$ cat config.mk
export PLATFORM = sky130hd
export DESIGN_NAME = cid_qualifier
export DESIGN_NICKNAME = d
export VERILOG_FILES = /design/src/rtl/cidq_pkg.sv /design/src/rtl/cidq_run_tracker.sv /design/src/rtl/cidq_fsm.sv /design/src/rtl/cid_qualifier.sv
export SDC_FILE = /design/constraint.sdc
export NUM_CORES = 1
export LEC_CHECK = 0
export BUFFER_PORTS_ARGS = -buffer_cell sky130_fd_sc_hd__buf_2
export CAP_MARGIN = 20
export CORE_MARGIN = 8
export CORE_UTILIZATION = 45
export DETAILED_ROUTE_END_ITERATION = 10
export PLACE_DENSITY = 0.68
export SLEW_MARGIN = 20
export SYNTH_ARGS = -nofsm -noshare
export SYNTH_HDL_FRONTEND = slang
export SYNTH_HIERARCHICAL = 1
export SYNTH_SLANG_ARGS = --single-unit
$ cat constraint.sdc
create_clock -name clk -period 2.2 [get_ports clk]
set_clock_uncertainty 0.2 [all_clocks]
set_input_delay 0.22 -clock clk [delete_from_list [all_inputs] [get_ports clk]]
set_output_delay 0.22 -clock clk [all_outputs]
set_load 0.1 [all_outputs]
$ cat src/rtl/cidq_pkg.sv
package cidq_pkg;
    typedef enum logic [1:0] {
        ST_IDLE    = 2'd0,
        ST_SEIZURE = 2'd1,
        ST_MARK    = 2'd2,
        ST_PASS    = 2'd3
    } cidq_state_e;
endpackage

$ cat src/rtl/cidq_run_tracker.sv
module cidq_run_tracker #(
    parameter int SEIZE_MIN = 32,
    parameter int MARK_MIN  = 16,
    localparam int AW = $clog2(SEIZE_MIN + 1),
    localparam int MW = $clog2(MARK_MIN + 1)
) (
    input  logic          clk,
    input  logic          rst_n,
    input  logic          active,
    input  logic          bit_stb,
    input  logic          bit_in,
    output logic          have_last,
    output logic          last_bit,
    output logic [AW-1:0] alt_cnt,
    output logic [MW-1:0] ones_cnt
);
    localparam logic [AW-1:0] ALT_TOP  = AW'(SEIZE_MIN);
    localparam logic [MW-1:0] ONES_TOP = MW'(MARK_MIN);

    // Alternating-run length and consecutive-ones length, both saturating.
    always_ff @(posedge clk or negedge rst_n) begin
        if (!rst_n) begin
            have_last <= 1'b0;
            last_bit  <= 1'b1;
            alt_cnt   <= '0;
            ones_cnt  <= '0;
        end else if (!active) begin
            have_last <= 1'b0;
            last_bit  <= 1'b1;
            alt_cnt   <= '0;
            ones_cnt  <= '0;
        end else if (bit_stb) begin
            have_last <= 1'b1;
            last_bit  <= bit_in;
            if (!have_last || bit_in == last_bit)
                alt_cnt <= AW'(1);
            else if (alt_cnt != ALT_TOP)
                alt_cnt <= alt_cnt + 1'b1;
            if (!bit_in)
                ones_cnt <= '0;
            else if (ones_cnt != ONES_TOP)
                ones_cnt <= ones_cnt + 1'b1;
        end
    end

    assert_alt_bounded_R3: assert property (@(posedge clk) disable iff (!rst_n)
        alt_cnt <= ALT_TOP);

    assert_repeat_restarts_R4: assert property (@(posedge clk) disable iff (!rst_n)
        (active && bit_stb && have_last && bit_in == last_bit) |=> alt_cnt == AW'(1));

    assert_zero_clears_ones_R5: assert property (@(posedge clk) disable iff (!rst_n)
        (active && bit_stb && !bit_in) |=> ones_cnt == '0);
endmodule

$ cat src/rtl/cidq_fsm.sv
module cidq_fsm
    import cidq_pkg::*;
#(
    parameter int SEIZE_MIN = 32,
    parameter int MARK_MIN  = 16,
    localparam int AW = $clog2(SEIZE_MIN + 1),
    localparam int MW = $clog2(MARK_MIN + 1)
) (
    input  logic          clk,
    input  logic          rst_n,
    input  logic          active,
    input  logic          bit_stb,
    input  logic          bit_in,
    input  logic          have_last,
    input  logic          last_bit,
    input  logic [AW-1:0] alt_cnt,
    input  logic [MW-1:0] ones_cnt,
    output cidq_state_e   state,
    output logic          data_out
);
    localparam logic [AW-1:0] ALT_TOP   = AW'(SEIZE_MIN);
    localparam logic [MW-1:0] ONES_LAST = MW'(MARK_MIN - 1);

    cidq_state_e state_nx;
    logic        armed_repeat;
    logic        mark_done;

    assign armed_repeat = have_last && bit_in && last_bit && (alt_cnt == ALT_TOP);
    assign mark_done    = bit_in && (ones_cnt >= ONES_LAST);

    always_comb begin
        state_nx = state;
        if (!active) begin
            state_nx = ST_IDLE;
        end else if (bit_stb) begin
            unique case (state)
                ST_IDLE:    state_nx = ST_SEIZURE;
                ST_SEIZURE: if (armed_repeat) state_nx = ST_MARK;
                ST_MARK: begin
                    if (!bit_in)        state_nx = ST_SEIZURE;
                    else if (mark_done) state_nx = ST_PASS;
                end
                ST_PASS:    state_nx = ST_PASS;
            endcase
        end
    end

    // State register
    always_ff @(posedge clk or negedge rst_n) begin
        if (!rst_n) state <= ST_IDLE;
        else        state <= state_nx;
    end

    // Output register
    always_ff @(posedge clk or negedge rst_n) begin
        if (!rst_n)                 data_out <= 1'b1;
        else if (!active)           data_out <= 1'b1;
        else if (state != ST_PASS)  data_out <= 1'b1;
        else if (bit_stb)           data_out <= bit_in;
    end

    assert_high_unless_pass_R2: assert property (@(posedge clk) disable iff (!rst_n)
        (state != ST_PASS) |=> data_out);

    assert_mark_needs_run_R3: assert property (@(posedge clk) disable iff (!rst_n)
        (state == ST_MARK && $past(state) == ST_SEIZURE) |-> $past(alt_cnt) == ALT_TOP);

    assert_pass_needs_marks_R5: assert property (@(posedge clk) disable iff (!rst_n)
        (state == ST_PASS && $past(state) != ST_PASS) |-> ones_cnt >= MW'(MARK_MIN));

    assert_forward_R6: assert property (@(posedge clk) disable iff (!rst_n)
        (active && bit_stb && state == ST_PASS) |=> data_out == $past(bit_in));

    assert_hold_R6: assert property (@(posedge clk) disable iff (!rst_n)
        (active && !bit_stb && state == ST_PASS) |=> $stable(data_out));

    assert_inactive_idle_R7: assert property (@(posedge clk) disable iff (!rst_n)
        !active |=> (state == ST_IDLE && data_out));
endmodule

$ cat src/rtl/cid_qualifier.sv
module cid_qualifier
    import cidq_pkg::*;
#(
    parameter int SEIZE_MIN = 32,
    parameter int MARK_MIN  = 16
) (
    input  logic clk,
    input  logic rst_n,
    input  logic enable,
    input  logic carrier,
    input  logic bit_stb,
    input  logic bit_in,
    output logic data_out
);
    localparam int AW = $clog2(SEIZE_MIN + 1);
    localparam int MW = $clog2(MARK_MIN + 1);

    logic          active;
    logic          have_last;
    logic          last_bit;
    logic [AW-1:0] alt_cnt;
    logic [MW-1:0] ones_cnt;
    cidq_state_e   state;

    assign active = enable && carrier;

    cidq_run_tracker #(.SEIZE_MIN(SEIZE_MIN), .MARK_MIN(MARK_MIN)) u_track (
        .clk(clk), .rst_n(rst_n), .active(active), .bit_stb(bit_stb), .bit_in(bit_in),
        .have_last(have_last), .last_bit(last_bit), .alt_cnt(alt_cnt), .ones_cnt(ones_cnt)
    );

    cidq_fsm #(.SEIZE_MIN(SEIZE_MIN), .MARK_MIN(MARK_MIN)) u_fsm (
        .clk(clk), .rst_n(rst_n), .active(active), .bit_stb(bit_stb), .bit_in(bit_in),
        .have_last(have_last), .last_bit(last_bit), .alt_cnt(alt_cnt), .ones_cnt(ones_cnt),
        .state(state), .data_out(data_out)
    );

    assert_reset_idle_R1: assert property (@(posedge clk) disable iff (!rst_n)
        $rose(rst_n) |-> (state == ST_IDLE && data_out));

    assert_enable_off_R8: assert property (@(posedge clk) disable iff (!rst_n)
        !enable |=> data_out);
endmodule

==> results.json, run 1 <==
{
  "track_usage_pct": 11.4,
  "antenna_found_initial": 0,
  "grt-ovfl-total": 0,
  "yosys-top-cells-area": "dfrtp_1 (35%), dfstp_2 (5.3%), ha_1 (5.1%), nand2_1 (4.6%), a21oi_1 (4.1%)",
  "pwr-share-comb_pct": 9.9,
  "min_from": "bit_stb",
  "areaGrowthSynthToFinish_pct": 10.5,
  "p_leak_uw": 0.000449,
  "r2r_start": "u_track/ones_cnt[0]$_DFFE_PN0P_",
  "numCtsBuffers": 3,
  "core_area_sq_um": 2150,
  "cp-start-kind": "flip-flop",
  "peakVddDrop_mv": 0.365,
  "yosysWarnings": 6,
  "crit_type": "flip-flop to flip-flop",
  "dieArea_sq_um": 3950,
  "synth_nets": 114,
  "fin_area_sq_um": 1090,
  "drc_errors": 0,
  "tightest_slew_ns": 0.486,
  "seqPwrFrac_pct": 54.7,
  "cp.required_ns": 2.19,
  "clkPwrFrac_pct": 35.4,
  "max_freq_mhz": 585,
  "dp_hpwl_microns": 1600,
  "power_density_nw_per_um2": 508,
  "hold_viol": 0,
  "clock_path_buffers": 2,
  "grt_pass1_wl_microns": 3730,
  "first_pass_iters": 4,
  "crit_arrival_ns": 1.70,
  "syn_area_sq_um": 987,
  "crit_path_end_kind": "flip-flop",
  "switching_share_pct": 24.5,
  "postSynthCellCount": 104,
  "reg2reg_to": "u_track/ones_cnt[0]$_DFFE_PN0P_",
  "num_rows": 17,
  "grt_max_degree": 17,
  "setup_viol": 0,
  "r2r_cells": 5,
  "synth_top_cell_by_area": "dfrtp_1",
  "nets": 125,
  "drv_cap": 0,
  "place_area_sq_um": 1040,
  "clk_latency_ns": 0.29,
  "post_cts.repair.setup_buffers": 0,
  "grt_pass1_vias": 870,
  "relSlewSlack_pct": 67.8,
  "final_common_cell": "dfrtp_1",
  "gp_congestion": 0.803,
  "path_clk_slew_ns": 0.10,
  "htreeDepth": 1,
  "clock-sinks": 16,
  "ys_seq_elements": 16,
  "syn_avg_cell_area_sq_um": 9.49,
  "vias": 813,
  "fp.dieH_microns": 62.8,
  "p_int_uw": 418,
  "drt-total-wl_microns": 2130,
  "ys_seq_area_share_pct": 40.8,
  "startpoint": "u_track/ones_cnt[0]$_DFFE_PN0P_",
  "detail_route.iter0.violations": 24,
  "rsz0062_at_grt": "false",
  "io_buffers": 6,
  "outcome": "finished clean",
  "period_needed_ns": 1.71,
  "wl_per_cell_microns": 15.0,
  "initial_utilization_pct": 46.0,
  "drive_gt1_share_pct": 17.5,
  "most-common-layout-cells": "dfrtp_1 (14), nand2_1 (12), a21oi_1 (8)",
  "final.setup.tns_ns": 0,
  "top_level_ports": 7,
  "root_buffer": "clkbuf_4",
  "netlist.area_leader.share_pct": 35.5,
  "viasPerCell": 5.73,
  "yosysUniqueCellTypes": 41,
  "critPathMaxFanout": 5,
  "antenna_cells": 0,
  "cts_tree": "yes",
  "finalCritPeriodShare_pct": 77.7,
  "crit_path_end": "u_track/ones_cnt[0]$_DFFE_PN0P_",
  "fillers": 218,
  "fp.dieW_microns": 62.8,
  "drtAntennaViolNets": 0,
  "drv_slew": 0,
  "regToRegSetupSlack_ns": 0.49,
  "switchingPower_uw": 136,
  "hp-class": "input port to flip-flop",
  "holdPathStages": 3
}
[how the worst min path moves through the flow]
| stage | to | slack [ns] |
|---|---|---|
| 4_1_cts | u_track/last_bit$_DFFE_PN1P_ | 0.12 |
| 3_3_place_gp | u_track/alt_cnt[1]$_DFFE_PN0P_ | -0.05 |
| 5_1_grt | u_track/last_bit$_DFFE_PN1P_ | 0.14 |
| 2_1_floorplan | u_fsm/state[0]$_DFFE_PN0P_ | -0.28 |
| 3_5_place_dp | u_track/alt_cnt[1]$_DFFE_PN0P_ | -0.04 |
| 6_report | u_track/last_bit$_DFFE_PN1P_ | 0.12 |
[logic make-up after synthesis]
logic type / share of synthesized area, %
AND/OR/NAND/NOR: 25.2
AO/OA/AOI/OAI: 18.4
flip-flops: 40.8
buffers and inverters: 4.56
multiplexers: 4.31
adder cells (fa/ha/maj): 5.07
XOR/XNOR: 1.65
[critical path, stage by stage (launching register included)]
cell,delay [ns]
dfrtp_1,0.42
inv_1,0.11
ha_1,0.16
nand2_1,0.04
or4_4,0.45
a31o_1,0.23
[per-layer routing]
layer / GRT usage [%] / share of wire (%)
met5: 0 / 0
met4: 5.13 / 1.3
met3: 1.61 / 2.3
met2: 20.8 / 50
met1: 12.7 / 46
[repair_timing]
| item | 4_1_cts | 5_1_grt |
|---|---|---|
| resized for setup | 0 | 0 |
| hold buffers | 1 | 0 |
| endpoints found under the hold margin | 16 | 0 |
[power groups by stage]
stage                     combinational, uW  clock, uW  sequential [uW]
after floorplan                        33.2          0              307
after global placement                 52.3          0              308
after detailed placement               53.7          0              309
after CTS                              55.3        202              303
after global routing                   61.8        217              304
final                                  54.8        196              303
[per-stage QoR]
| step | power (uW) | hold slack (ns) | instances | util, % | setup slack, ns |
|---|---|---|---|---|---|
| 5_1_grt | 583 | 0.138 | 142 | 50.8 | 0.400 |
| 3_3_place_gp | 361 | -0.0474 | 137 | 48.6 | 0.565 |
| 3_5_place_dp | 362 | -0.0413 | 137 | 48.6 | 0.501 |
| 2_1_floorplan | 341 | -0.276 | 104 | - | 0.589 |
| 4_1_cts | 560 | 0.120 | 142 | 50.8 | 0.484 |
| 6_report | 554 | 0.122 | 142 | 50.8 | 0.491 |
[sequential cells by signal (all words and copies together) (netlist names)]
name,cells
u_track/alt_cnt,6
u_track/ones_cnt,5
u_fsm/state,2
u_fsm/data_out,1
u_track/have_last,1
u_track/last_bit,1
[area by class of cell]
cell class | count | area, sq um | area share (%)
multi-input cells | 78 | 539 | 49.4
flip-flops and latches | 16 | 403 | 36.9
repair buffers | 8 | 47.5 | 4.36
clock buffers | 4 | 36.3 | 3.33
well taps | 28 | 35.0 | 3.21
inverters | 8 | 30.0 | 2.75
[synthesized netlist by cell type, drive strengths merged]
library cell   n
and4           1
nor3b          1
a22oi          2
a41o           1
and4bb         1
dfrtp         14
a211oi         1
and2           1
o32ai          1
or4            1
inv            8
nand3          6
nand4b         1
mux2i          2
nor3           1
and4b          1
clkbuf         1
mux2           2
nand4          2
ha             4
buf            1
nor4b          1
a31o           2
a21oi          8
nor4           2
o21ai          3
nor2           7
nor2b          3
a41oi          1
o221a          1
dfstp          2
a31oi          4
nand3b         1
xnor2          1
nand2         13
o21a           1
o31ai          1
No activity file was read; power rests on OpenSTA's default activity.
==> run 2: changes to the inputs <==
Settings changed: ABC_AREA from default to 1, PLACE_DENSITY 0.68 to 0.7.
Clock period 2.2 ns to 1.4 ns, I/O delays scaled along.
==> run 2 against run 1 <==
  * The flow now finishes with violations (negative setup slack)
  * Global-route usage rose by 1.2 points
  * Synthesized cell count rose by 51%
  * Via count rose by 37%
  * Register-to-register slack got worse by 0.54 ns
  * Core utilization rose by 8.8 points
  * Sequential share of layout area fell by 8.6 points
  * Critical path type unchanged
  * Power rose by 58%
==> results.json, run 2 <==
{
  "failed_checks": "negative setup slack",
  "drc_errors": 0,
  "first_pass_iters": 4,
  "largest_reg_flops": 6,
  "top_regs": "u_track/alt_cnt x6, u_track/ones_cnt x5, u_fsm/state x2",
  "track_usage_pct": 12.6,
  "drive_gt1_share_pct": 31.0,
  "numCtsBuffers": 3,
  "io_buffers": 6,
  "synth_ff_type": "dfrtp_1",
  "final_common_cell": "nand2_1",
  "top_level_ports": 7,
  "fp.dieW_microns": 65.4,
  "htreeDepth": 1,
  "switchingPower_uw": 239,
  "power_uw": 877,
  "startpoint": "u_track/alt_cnt[1]$_DFFE_PN0P_",
  "setup_viol": 8,
  "dieArea_sq_um": 4270,
  "clock_path_buffers": 2,
  "antenna_cells": 0,
  "cp.required_ns": 1.42,
  "slowest_stage": "dfrtp_1",
  "core_area_sq_um": 2390,
  "ys_seq_elements": 16,
  "hp-class": "input port to flip-flop",
  "drv_cap": 0,
  "power_density_nw_per_um2": 617,
  "preCtsSetupSlack_ns": -0.0249,
  "yosys-top-cells-area": "dfrtp_1 (32%), nand2_1 (16%), nand4_1 (7.4%), nor2_1 (7.2%), inv_1 (6.2%)",
  "min_from": "bit_in",
  "synth_enable_flop_cells": 0,
  "initial_utilization_pct": 46.0,
  "seqPwrFrac_pct": 55.4,
  "antenna_found_initial": 0,
  "grt_max_degree": 17,
  "critPathMaxFanout": 6,
  "nets": 195,
  "outcome": "finished with violations",
  "syn_avg_cell_area_sq_um": 6.99,
  "grt_pass1_wl_microns": 4460,
  "drtAntennaViolNets": 0,
  "gp_congestion": 0.895,
  "wl_per_cell_microns": 12.5,
  "crit_type": "flip-flop to flip-flop",
  "clk_latency_ns": 0.28,
  "path_cells": "inv_1 > ha_2 > nand2_2 > nor2_4 > nand2_2 > nand2_4 > nand2_1 > nand2_1",
  "num_rows": 18,
  "switching_share_pct": 27.2,
  "path_clk_slew_ns": 0.10,
  "drv_slew": 0,
  "yosys-top-cells-count": "nand2_1 (48), nor2_1 (21), inv_1 (18), dfrtp_1 (14), nand4_1 (13)",
  "most-common-layout-cells": "nand2_1 (44), nor2_1 (18), inv_1 (16), buf_4 (16), dfrtp_1 (14)",
  "hold_viol": 0,
  "p_int_uw": 638,
  "viasPerCell": 5.19,
  "drt-total-wl_microns": 2670,
  "grt-ovfl-total": 0,
  "finalCritPeriodShare_pct": 103,
  "clkPwrFrac_pct": 28.9,
  "synth_top_cell_by_area": "dfrtp_1",
  "areaGrowthSynthToFinish_pct": 29.5,
  "yosysWarnings": 6,
  "fp.dieH_microns": 65.4,
  "tightest_slew_ns": 0.373,
  "synth_nets": 167,
  "cp-start-kind": "flip-flop",
  "ys_seq_area_share_pct": 36.7,
  "synth-async-reset-ratio_pct": 100,
  "syn_area_sq_um": 1100,
  "pwr-share-comb_pct": 15.6,
  "cts_tree": "yes",
  "postSynthCellCount": 157,
  "p_leak_uw": 0.000697,
  "root_buffer": "clkbuf_4",
  "regMostFlops": "u_track/alt_cnt",
  "netlist.area_leader.share_pct": 31.9,
  "clock-sinks": 16,
  "dp_hpwl_microns": 1970,
  "vias": 1111,
  "crit_arrival_ns": 1.46,
  "yosysUniqueCellTypes": 26,
  "period_needed_ns": 1.44,
  "max_freq_mhz": 692,
  "cpPeakStageDelay_ns": 0.42,
  "r2r_start": "u_track/alt_cnt[1]$_DFFE_PN0P_",
  "relSlewSlack_pct": 75.1,
  "detail_route.iter0.violations": 39,
  "grt_pass1_vias": 1093,
  "peakVddDrop_mv": 0.464,
  "setup_slack_ns": -0.0449,
  "crit_path_end_kind": "flip-flop",
  "yosysMostFrequentCell": "nand2_1",
  "rsz0062_at_grt": "true"
}
## run 2: cell count changes after synthesis, sizes merged, moves of 3 or more
cell   before  now
nor2        7   24
o21ai       3    8
nand2      13   51
inv         8   21
a31oi       4    0
nand4       2   14
a21oi       8    2
nor2b       3    0
## run 2: critical path, delay by kind of cell, from the launching register on
kind / cells / cell delay [ns]
and+or+nand+nor: 6 / 0.50
adders and majority gates: 1 / 0.19
buffers and inverters: 1 / 0.09
DFF: 1 / 0.42
## run 2: power groups by stage
stage | Sequential, uW | Combinational [uW] | Clock (uW)
after floorplan | 493 | 64.5 | 0
after CTS | 486 | 124 | 258
after global routing | 488 | 151 | 270
final | 486 | 137 | 254
after detailed placement | 495 | 115 | 0
after global placement | 494 | 111 | 0
## run 2: timing repair
action                                  CTS  global route
gates resized for setup                   4            19
hold endpoints to repair                 17             0
pin swaps                                 4            13
endpoints found under the setup margin   11            13
hold buffers                              2             0
setup buffers                             2             1
gates cloned                              0             0
## run 2: layer usage
| metal | vias up | global-route usage (%) | routed length, microns |
|---|---|---|---|
| met5 | - | 0 | 0 |
| met4 | 0 | 5.99 | 44 |
| met3 | 5 | 1.53 | 71 |
| met2 | 25 | 20.9 | 1340 |
| met1 | 518 | 15.9 | 1220 |
| li1 | 563 | - | - |
## run 2: area by class of cell
| type | instances | area, sq um |
|---|---|---|
| inverter | 21 | 86.3 |
| multi-input combinational | 118 | 672 |
| timing repair buffer | 25 | 196 |
| sequential | 16 | 403 |
| fill | 219 | 966 |
| clock buffer | 4 | 26.3 |
| tap | 30 | 37.5 |
## run 2: per-stage QoR
step	hold WS, ns	cells	area (sq um)	TNS, ns	util, %
after global placement	-0.132	205	1280	0	53.5
after floorplan	-0.356	157	1100	0	-
after global routing	0.0455	214	1420	-0.888	59.5
after CTS	0.0223	213	1350	-0.112	56.3
after detailed placement	-0.126	205	1280	-0.0626	53.5
final	0.0250	214	1420	-0.266	59.5
## run 2: kinds of logic (layout without fill, tap and decap cells)
kind of cell	count (synthesis)	count (layout)	share of synthesized area, %
AO/OA/AOI/OAI	10	10	4.56
adder cells (fa/ha/maj)	4	4	4.56
buffers and inverters	23	50	8.44
flip-flops	16	16	36.7
multiplexers	1	1	0.912
AND/OR/NAND/NOR	103	103	44.8
## run 2: path summary, 6_finish.rpt
check                                                  end  slack (ns)  cells after the start
max                         u_track/alt_cnt[0]$_DFFE_PN0P_       -0.04                      8
min                        u_track/ones_cnt[3]$_DFFE_PN0P_        0.03                      3
max reg2reg                 u_track/alt_cnt[0]$_DFFE_PN0P_       -0.04                      8
min reg2reg                     u_fsm/data_out$_DFFE_PN1P_        0.33                      1
max in group asynchronous     u_track/last_bit$_DFFE_PN1P_        0.57                      2
min in group asynchronous   u_track/alt_cnt[5]$_DFFE_PN0P_        0.10                      2
==> run 3: changes to the inputs <==
Settings changed: PLACE_DENSITY 0.7 to 0.71, SYNTH_HIERARCHICAL 1 to default.
==> run 3 against run 2 <==
  * The run still ends with negative setup slack left
  * Fmax decreased by 14%
  * Worst hold slack got worse by 0.0066 ns
  * Sequential power about the same
  * Final cell count decreased by 3.7%
  * Largest power group unchanged
==> results.json, run 3 <==
{
  "outcome": "finished with violations",
  "failed_checks": "negative setup slack",
  "drv_slew": 0,
  "antenna_found_initial": 0,
  "gp_congestion": 0.849,
  "yosysWarnings": 0,
  "viasPerCell": 5.21,
  "dp_hpwl_microns": 1820,
  "drtAntennaViolNets": 0,
  "synth_ff_type": "dfrtp_1",
  "setup_viol": 13,
  "num_rows": 17,
  "slowest_stage": "dfrtp_1",
  "regToRegSetupSlack_ns": -0.28,
  "grt_max_degree": 17,
  "top_level_ports": 7,
  "io_buffers": 6,
  "cts_tree": "yes",
  "hold_viol": 0,
  "top_regs": "u_track.alt_cnt x6, u_track.ones_cnt x5, u_fsm.state x2",
  "crit_arrival_ns": 1.66,
  "setup_slack_ns": -0.285,
  "nets": 190,
  "power_density_nw_per_um2": 605,
  "netlist.area_leader.share_pct": 33.9,
  "clock-sinks": 16,
  "switching_share_pct": 26.8,
  "wl_per_cell_microns": 13.9,
  "clkPwrFrac_pct": 32.5,
  "period_needed_ns": 1.68,
  "critPathMaxFanout": 2,
  "grt_pass1_wl_microns": 4600,
  "vias": 1074,
  "cp_top_family": "buffers and inverters",
  "ys_seq_elements": 16,
  "syn_area_sq_um": 1030,
  "final_core_util_pct": 72.7,
  "cp-start-kind": "flip-flop",
  "rsz0062_at_grt": "true",
  "cpPeakStageDelay_ns": 0.41,
  "yosysUniqueCellTypes": 23,
  "tightest_slew_ns": 0.394,
  "p_leak_uw": 0.000768,
  "ys_seq_area_share_pct": 39.0,
  "placed_cells": 187,
  "yosysMostFrequentCell": "nand2_1",
  "areaGrowthSynthToFinish_pct": 54.3,
  "syn_avg_cell_area_sq_um": 7.65,
  "most-common-layout-cells": "buf_4 (25), nand2_1 (22), dfrtp_1 (14)",
  "relSlewSlack_pct": 73.7,
  "pwr-share-comb_pct": 17.2,
  "synth_top_cell_by_area": "dfrtp_1",
  "htreeDepth": 1,
  "clock_path_buffers": 2,
  "switchingPower_uw": 258,
  "min_from": "bit_in",
  "initial_utilization_pct": 47.1,
  "fillers": 160,
  "drive_gt1_share_pct": 50.6,
  "fp.dieW_microns": 63.9,
  "drc_errors": 0,
  "root_buffer": "clkbuf_4",
  "max_freq_mhz": 594,
  "grt_pass1_vias": 1043,
  "hold_ws_ns": 0.0185,
  "largest_reg_flops": 6,
  "track_usage_pct": 13.8,
  "synth_enable_flop_cells": 0,
  "fp.dieH_microns": 63.9,
  "postSynthCellCount": 135,
  "clk_latency_ns": 0.29,
  "fin_cells": 206,
  "synth-async-reset-ratio_pct": 100,
  "seqPwrFrac_pct": 50.2,
  "r2r_cells": 9,
  "startpoint": "u_track.ones_cnt[0]$_DFFE_PN0P_",
  "path_common_cell": "buf_4",
  "cp.required_ns": 1.38,
  "crit_type": "flip-flop to flip-flop",
  "antenna_cells": 0,
  "detail_route.iter0.violations": 43,
  "dieArea_sq_um": 4080,
  "peakVddDrop_mv": 0.527,
  "drt-total-wl_microns": 2870,
  "crit_path_end_kind": "flip-flop",
  "drv_cap": 0,
  "yosys-top-cells-area": "dfrtp_1 (34%), nand2_1 (12%), inv_1 (6.9%), ha_1 (6.1%), nand4_1 (6.1%)",
  "crit_path_end": "u_track.ones_cnt[2]$_DFFE_PN0P_",
  "path_buf_inv": 5,
  "numCtsBuffers": 3,
  "core_area_sq_um": 2190,
  "regMostFlops": "u_track.alt_cnt",
  "synth_nets": 146,
  "hp-class": "input port to flip-flop",
  "r2r_start": "u_track.ones_cnt[0]$_DFFE_PN0P_",
  "grt-ovfl-total": 0,
  "final_common_cell": "buf_4",
  "yosys-top-cells-count": "nand2_1 (34), inv_1 (19), dfrtp_1 (14), nor2_1 (11), nand4_1 (10)",
  "cp_num_cells": 9,
  "first_pass_iters": 4,
  "path_clk_slew_ns": 0.10,
  "path_cells": "ha_4 > nand2_4 > buf_4 > buf_4 > buf_4 > buf_4 > buf_4 > nand4_1 > o21ai_1",
  "p_int_uw": 706,
  "finalCritPeriodShare_pct": 120,
  "reg2reg_to": "u_track.ones_cnt[2]$_DFFE_PN0P_"
}
[run 3: cell count changes after synthesis, moves of 2 or more]
cell / change
nand2_2: +2
o21ai_0: +6
nand2_1: -14
nand3_1: -2
nand4_1: -3
o21ai_1: -4
o21ai_2: +4
nor2_1: -10
[run 3: cells by family after synthesis]
| kind of cell | after synthesis | share of synthesized area [%] |
|---|---|---|
| buffers and inverters | 22 | 9.09 |
| adders and majority gates | 5 | 6.06 |
| DFF | 16 | 39.0 |
| and+or+nand+nor | 73 | 33.8 |
| AOI/OAI and AO/OA | 19 | 12.0 |
[run 3: through the flow]
step	total power (uW)	instance area (sq um)	setup TNS [ns]	setup slack, ns
2_1_floorplan	553	1060	-0.530	-0.153
3_3_place_gp	614	1290	-1.17	-0.159
3_5_place_dp	618	1290	-1.85	-0.215
4_1_cts	942	1500	-1.80	-0.198
5_1_grt	1010	1590	-2.82	-0.355
6_report	964	1590	-1.84	-0.285
[run 3: final cells by class]
cell class | count | area, sq um | share of cell area (%)
inverters | 21 | 81.3 | 5.11
flip-flops and latches | 16 | 403 | 25.3
clock buffers | 4 | 36.3 | 2.28
well taps | 28 | 35.0 | 2.20
multi-input cells | 98 | 702 | 44.1
repair buffers | 39 | 335 | 21.1
[run 3: worst min-delay path by stage]
stage	to	slack, ns	cells after the start
2_1_floorplan	u_fsm.state[0]$_DFFE_PN0P_	-0.36	0
3_3_place_gp	u_track.alt_cnt[3]$_DFFE_PN0P_	-0.12	1
3_5_place_dp	u_track.alt_cnt[2]$_DFFE_PN0P_	-0.12	1
4_1_cts	u_track.last_bit$_DFFE_PN1P_	0.02	3
5_1_grt	u_track.last_bit$_DFFE_PN1P_	0.02	3
6_report	u_track.last_bit$_DFFE_PN1P_	0.02	3
[run 3: repair_timing]
action,in CTS,in global routing
gates resized for setup,20,20
pin swaps,11,18
gates cloned,1,0
hold buffers,4,1
endpoints found under the setup margin,13,15
setup buffers,7,3
hold endpoints to repair,20,2
[run 3: power by group through the flow]
| stage | clock network (uW) | logic (uW) | registers, uW |
|---|---|---|---|
| 6_report | 314 | 166 | 484 |
| 5_1_grt | 345 | 180 | 486 |
| 4_1_cts | 314 | 145 | 483 |
| 3_5_place_dp | 0 | 126 | 492 |
| 3_3_place_gp | 0 | 122 | 491 |
| 2_1_floorplan | 0 | 60.7 | 492 |
[run 3: worst reg2reg max path: cells and delay by family, from the launching register on]
family | cells | cell delay (ns)
AO/OA/AOI/OAI | 1 | 0.07
AND/OR/NAND/NOR | 2 | 0.12
adder cells (fa/ha/maj) | 1 | 0.16
flip-flops | 1 | 0.41
buffers and inverters | 5 | 0.62
[run 3: layer usage]
layer  wire, microns  global-route usage (%)  part of all wire (%)  vias to the layer above
li1                -                       -                     -                      532
met1            1150                    14.7                    40                      513
met2            1560                    25.1                    54                       23
met3              94                    2.96                   3.3                        6
met4              61                    6.69                   2.1                        0
met5               0                       0                     0                        -
